[src/rtl/trig_unit_pkg.sv]
package trig_unit_pkg;

    typedef enum logic [1:0] {
        ST_IDLE   = 2'd0,
        ST_LAUNCH = 2'd1,
        ST_ACK    = 2'd2,
        ST_RUN    = 2'd3
    } trig_state_e;

endpackage

[src/rtl/trig_sync.sv]
// Multi-stage synchroniser for a vector of independent asynchronous bits.
module trig_sync #(
    parameter int W      = 4,
    parameter int STAGES = 2
) (
    input  logic         clk,
    input  logic         rst_n,
    input  logic [W-1:0] async_in,
    output logic [W-1:0] sync_out
);

    logic [W-1:0] chain [STAGES];

    always_ff @(posedge clk or negedge rst_n) begin
        if (!rst_n) chain[0] <= '0;
        else        chain[0] <= async_in;
    end

    for (genvar s = 1; s < STAGES; s++) begin : g_stage
        always_ff @(posedge clk or negedge rst_n) begin
            if (!rst_n) chain[s] <= '0;
            else        chain[s] <= chain[s-1];
        end
    end

    assign sync_out = chain[STAGES-1];

endmodule

[src/rtl/trig_edge_sel.sv]
// Rising-edge detection per source, then selection of one edge by code.
module trig_edge_sel #(
    parameter int NSRC  = 4,
    parameter int SEL_W = 3
) (
    input  logic             clk,
    input  logic             rst_n,
    input  logic [NSRC-1:0]  lvl,
    input  logic [SEL_W-1:0] sel,
    output logic             hw_req
);

    logic [NSRC-1:0] lvl_prev;
    logic [NSRC-1:0] rise;

    always_ff @(posedge clk or negedge rst_n) begin
        if (!rst_n) lvl_prev <= '0;
        else        lvl_prev <= lvl;
    end

    for (genvar i = 0; i < NSRC; i++) begin : g_rise
        assign rise[i] = lvl[i] & ~lvl_prev[i];
    end

    // Codes at or above NSRC match no source and leave hw_req low.
    always_comb begin
        hw_req = 1'b0;
        for (int i = 0; i < NSRC; i++) begin
            if (sel == SEL_W'(i)) hw_req = rise[i];
        end
    end

endmodule

[src/rtl/trig_unit.sv]
module trig_unit
    import trig_unit_pkg::*;
#(
    parameter int NUM_TIMERS  = 3,
    parameter int SYNC_STAGES = 2,
    parameter int SEL_W       = $clog2(NUM_TIMERS + 2)
) (
    input  logic                  clk,
    input  logic                  rst_n,
    input  logic                  sw_start,
    input  logic [SEL_W-1:0]      trig_sel,
    input  logic [NUM_TIMERS-1:0] timer_out,
    input  logic                  ext_trig,
    input  logic                  seq_busy,
    output logic                  start_pulse
);

    localparam int NSRC = NUM_TIMERS + 1;

    logic [NSRC-1:0] src_sync;
    logic            hw_req;
    logic            req_any;
    trig_state_e     state_q;
    trig_state_e     state_d;

    trig_sync #(
        .W      (NSRC),
        .STAGES (SYNC_STAGES)
    ) u_sync (
        .clk      (clk),
        .rst_n    (rst_n),
        .async_in ({ext_trig, timer_out}),
        .sync_out (src_sync)
    );

    trig_edge_sel #(
        .NSRC  (NSRC),
        .SEL_W (SEL_W)
    ) u_edge (
        .clk    (clk),
        .rst_n  (rst_n),
        .lvl    (src_sync),
        .sel    (trig_sel),
        .hw_req (hw_req)
    );

    assign req_any = sw_start | hw_req;

    // State register
    always_ff @(posedge clk or negedge rst_n) begin
        if (!rst_n) state_q <= ST_IDLE;
        else        state_q <= state_d;
    end

    // Next-state logic
    always_comb begin
        state_d = state_q;
        unique case (state_q)
            ST_IDLE: begin
                if (seq_busy)     state_d = ST_RUN;
                else if (req_any) state_d = ST_LAUNCH;
            end
            ST_LAUNCH: state_d = ST_ACK;
            ST_ACK: begin
                if (seq_busy) state_d = ST_RUN;
                else          state_d = ST_IDLE;
            end
            ST_RUN: begin
                if (!seq_busy) state_d = ST_IDLE;
            end
            default: state_d = ST_IDLE;
        endcase
    end

    // Outputs
    always_comb begin
        start_pulse = 1'b0;
        unique case (state_q)
            ST_LAUNCH: start_pulse = 1'b1;
            ST_IDLE, ST_ACK, ST_RUN: start_pulse = 1'b0;
            default: start_pulse = 1'b0;
        endcase
    end

endmodule

[config.mk]
export PLATFORM = sky130hd
export DESIGN_NAME = trig_unit
export DESIGN_NICKNAME = d
export VERILOG_FILES = /design/src/rtl/trig_unit_pkg.sv /design/src/rtl/trig_sync.sv /design/src/rtl/trig_edge_sel.sv /design/src/rtl/trig_unit.sv
export SDC_FILE = /design/constraint.sdc
export NUM_CORES = 1
export LEC_CHECK = 0
export BUFFER_PORTS_ARGS = -buffer_cell sky130_fd_sc_hd__buf_2
export CORE_MARGIN = 5
export CORE_UTILIZATION = 30
export DETAILED_ROUTE_END_ITERATION = 8
export GPL_ROUTABILITY_DRIVEN = 0
export HOLD_SLACK_MARGIN = 0.03
export SYNTH_ARGS = -nofsm -noshare
export SYNTH_HDL_FRONTEND = slang
export SYNTH_SLANG_ARGS = --single-unit
[constraint.sdc]
create_clock -name clk -period 1.45 [get_ports clk]
set_clock_uncertainty 0.15 [all_clocks]
set_input_delay 0.2175 -clock clk [delete_from_list [all_inputs] [get_ports clk]]
set_output_delay 0.2175 -clock clk [all_outputs]
set_load 0.01 [all_outputs]
# == Word level (Yosys, flattened, before mapping) ==
# Index checks and enable logic that the tools add are counted.
# classes
eq_ne,8
n_lt_le_gt_ge,0
n_mul,0
n_mux,10
n_addsub,0
n_reduce_logical,4
shifts,0
n_div,0
bitwise_logic,9
# ops
op,n
$mux 2,4
$pmux 2 s4,1
$eq 3x2->1 const B,2
$and 1x1->1,4
$eq 2x2->1 const B,2
$mux 1,4
$not 1->1,4
$eq 3x1->1 const B,1
$logic_not 3->1,1
$ne 3x3->1 const B,1
$reduce_or 3->1,1
$eq 2x1->1 const B,1
$logic_not 2->1,1
$ne 2x2->1 const B,1
$pmux 1 s2,1
$reduce_and 2->1,1
$or 1x1->1,1
# word_totals
inputBits,11
rom_bits,0
mem_bits_rw,0
latchBits,0
output_inout_bits,1
mem_count,0
word_cells,35
regBits,14

# == Longest topological paths before layout ==
# logic_depth
depth_word,10
mapped_depth,3
mapped_depth_nobuf,3

# == Modules after synthesis ==
# From an unflattened synthesis, not the netlist that was laid out.
# unflattened
hier_cells,30
area_unflattened_um2,464.2
# by_module_without_submodules
mod,n_inst,cells_per_inst,area_per_inst_um2,seq_area_each_um2
trig_sync,1,12,230.2,200.2
trig_edge_sel,1,11,143.9,100.1
trig_unit,1,7,90.1,50.0

# == Worst setup path before layout ==
# OpenSTA, ideal clock, no wires.
# synth_timing
path_kind,flip-flop to flip-flop
from,"reg u_sync.chain, in the netlist u_sync.sync_out[3]"
to,reg state_q[0]
n_path_buf,0
setup_time_ns,0.130
slack_ns,0.401
stages_incl_launch_ff,4
t_arrival_ns,0.768
synth_period_minus_slack_ns,1.049
required_ns,1.170
cell_sequence,dfrtp_1 > and3b_1 > o2111ai_1 > nand3_1
# synth_via
elab_chain_cells,5
# synth_rtl
item,line,source
"start, declared",trig_sync.sv:12,logic [W-1:0] chain [STAGES];
"start signal, assigned by index",trig_sync.sv:22,else chain[s] <= chain[s-1];
$and 1x1->1,trig_edge_sel.sv:22,assign rise[i] = lvl[i] & ~lvl_prev[i];
$mux 1,trig_edge_sel.sv:29,if (sel == SEL_W'(i)) hw_req = rise[i];
$or 1x1->1,trig_unit.sv:47,assign req_any = sw_start | hw_req;
$ne 3x3->1 (no line),n/a,
$reduce_and 2->1 (no line),n/a,
"end signal, assigned",trig_unit.sv:52,else state_q <= state_d;
"end, declared",trig_unit.sv:23,trig_state_e state_q;
# Every way passes these cells.
# A chain may end at the register's enable or synchronous reset.

# == Final worst setup path ==
# layout_timing
from,reg state_q[1]
to,out start_pulse
# layout_via
elab_chain_cells,3
word_cells_on_any_way,6
cone_classes,eq/ne: 3; mux: 1; reduce/logical: 2
# layout_rtl
item,line,source
$eq 2x2->1 / $logic_not 2->1 (equally long branches),trig_unit.sv:78,unique case (state_q)
$reduce_or 3->1,trig_unit.sv:78,
$pmux 1 s2 (*),trig_unit.sv:78,
"end, declared",trig_unit.sv:15,output logic start_pulse
# Mark *: on every way between the ends. The rest lies on a longest branch, timed or not.

==> summary.txt <==
Run
  – MaxCap Viol Count: 0

Detailed routing
  – WL met2: 353 µm
  – Via density: 4.45
  – # DRC: 0
  – Wl on met1: 312 µm
  – WL final: 737 µm
  – Post-DR wirelength/cell: 11.3 µm
  – Iter 0 DRT Violations: 9
  – Routed vias: 289
  – Routed Antenna Nets: 0
  – Met3 wire len: 71 µm
  – DR top layer: met3
  – Detailed Routing Iterations Pass 1: 3

Hold path
  – Hold Crit Class: in2reg
  – Hold depth: 3
  – Worst hold start: sw_start
  – Hold path endpoint: state_q[0]

STA
  – Final TNS setup: 0 ns
  – RSZ-0062 raised after global routing: false
  – Worst Tran Pin Value: 0.299 ns
  – Finish-stage setup viols: 0
  – Period utilization: 92.5%
  – Final Hold Fails: 0
  – Peak Freq: 745 MHz
  – Rel. slew slack: 80.1%
  – Pins Over Slew Limit: 0
  – Final min period: 1.34 ns

Synthesis
  – Yosys reg bits: 14
  – Post-synth cell types: 10
  – Syn_nets: 39
  – Yosys synthesis warning count: 0
  – Most area-consuming cells after synthesis: dfrtp_1, nand2b_1, and3b_1, o2111ai_1, nor3b_1
  – Synth top area share: 78.7%
  – Syn_area_per_cell: 15.9 µm²
  – Post-synthesis sequential area ratio: 78.7%
  – Synth Instances: 28
  – Syn Std Cell Area: 445 µm²
  – Leading area contributor after synthesis: dfrtp_1

Power
  – Static Leak: 0.303 nW
  – Total power: 0.000754 W
  – Power density cells: 1210 nW/µm²
  – Worst vdd rail ir drop: 0.000583 V

Critical path
  – Critical R2R Launch: u_sync.sync_out[3]
  – Critical path peak fanout: 5
  – Worst endpoint data arrival time: 0.97 ns
  – Reg-to-reg slack, setup: 0.35 ns
  – Worst setup EP type: output pin
  – R2r worst-path depth: 3
  – Setup CP Type: reg2out
  – Crit start category: register
  – Reg2Reg Capture Point: state_q[0]
  – Data required, critical path: 1.08 ns

Finish
  – Area delta synth->final: 40.2%
  – Layout cells sized above 1: 32.7%
  – Util after Layout: 42.9%
  – NumNets Final: 61
  – ANT cells: 0
  – Post-Layout Cell Count: 65

Global routing
  – First-pass GRT wire length: 1.38 mm
  – Pin count of the biggest net entering global routing: 15
  – Total track usage: 7.47%
  – Initial antenna violation count: 0
  – Vias in the first global route: 330
  – Aggregate global routing overflow: 0

Die
  – Core area: 1450 µm²
  – Die Wd: 48.5 µm
  – Die ar.: 2360 µm²
  – Die height: 48.5 µm
  – Row cnt: 14
  – Io pins: 12
  – Initial Util: 30.6%

Clocking
  – CTS Root Cell: clkbuf_4
  – Clock Latency Late Sink: 0.27 ns
  – Setup Fix Bufs, Post-CTS: 0
  – H-tree depth: 1
  – CTS Buf Count: 3
  – Max Root-Sink Buffers: 2
  – Register clock-pin slew on the reported worst setup and hold paths: 0.08 ns
  – CTS Sinks: 14
  – CTS tree: built

Placed design
  – Port-buffer cells: 11
  – Placed Cells: 55

Status
  – Run status: completed
[layer usage]
layer | GRT usage [%] | up-vias
li1 | - | 140
met1 | 8.91 | 137
met2 | 10.9 | 12
met3 | 3.68 | 0
met4 | 4.04 | 0
met5 | 0 | -
[power by group]
group | internal [W] | total (W) | switching (W)
logic | 0.0000358 | 0.0000635 | 0.0000277
clock network | 0.000153 | 0.000268 | 0.000115
registers | 0.000413 | 0.000423 | 0.00000942
total | 0.000602 | 0.000754 | 0.000152
[critical path, cell delays in order (launching register included)]
cell	delay, ns
dfrtp_1	0.38
nand2b_4	0.16
inv_1	0.05
buf_2	0.12
[synthesized netlist by cell type, drive strengths merged]
master,number
o2111ai,2
o211ai,1
inv,1
dfrtp,14
nor3b,2
and3b,2
nor2b,1
nor2,1
nand2b,3
nand3,1
[sequential cells by signal (all words and copies together), names as in the netlist]
signal and cells:
state_q 2, u_edge.lvl_prev 4, u_sync.chain 4, u_sync.sync_out 4
[final cells by class]
cell class,instances,area (µm²)
clock buffer,4,36.3
fill,134,830
inverter,1,3.75
multi-input combinational,13,98.8
sequential,14,350
tap,16,20.0
timing repair buffer,17,115
[logic make-up after synthesis]
logic type | count (synthesis) | synth area share [%]
flops | 14 | 78.7
simple gates | 10 | 14.9
compound gates | 3 | 5.62
buf+inv | 1 | 0.842
[worst max path at each step]
stage	from	endpoint	slack [ns]	cells after the start
after floorplan	u_sync.sync_out[3]	state_q[0]	0.40	3
after global placement	state_q[1]	start_pulse	0.33	3
after detailed placement	state_q[1]	start_pulse	0.34	3
after CTS	state_q[1]	start_pulse	0.02	3
after global routing	state_q[1]	start_pulse	0.03	3
final	state_q[1]	start_pulse	0.11	3
[timing repair]
item	in CTS	in global routing
hold buffers	6	0
resized for setup	0	1
endpoints found under the setup margin	0	1
hold endpoints to repair	19	0
[placed cells by master, fill, tap and decap left out, drive strengths merged]
master,count
nor3b,2
nand3,1
buf,11
nor2b,1
inv,1
nand2b,3
o211ai,1
nor2,1
o2111ai,2
dfrtp,14
dlygate4sd3,6
clkbuf,4
and3b,2
[stage by stage]
| stage | hold slack (ns) | area, µm² | worst slack [ns] |
|---|---|---|---|
| 3_5_place_dp | -0.0231 | 520 | 0.336 |
| 4_1_cts | 0.0518 | 617 | 0.0209 |
| 3_3_place_gp | -0.0313 | 520 | 0.327 |
| 6_report | 0.0598 | 624 | 0.109 |
| 2_1_floorplan | -0.228 | 445 | 0.401 |
| 5_1_grt | 0.0543 | 624 | 0.0267 |
No activity file was read; power rests on OpenSTA's default activity.
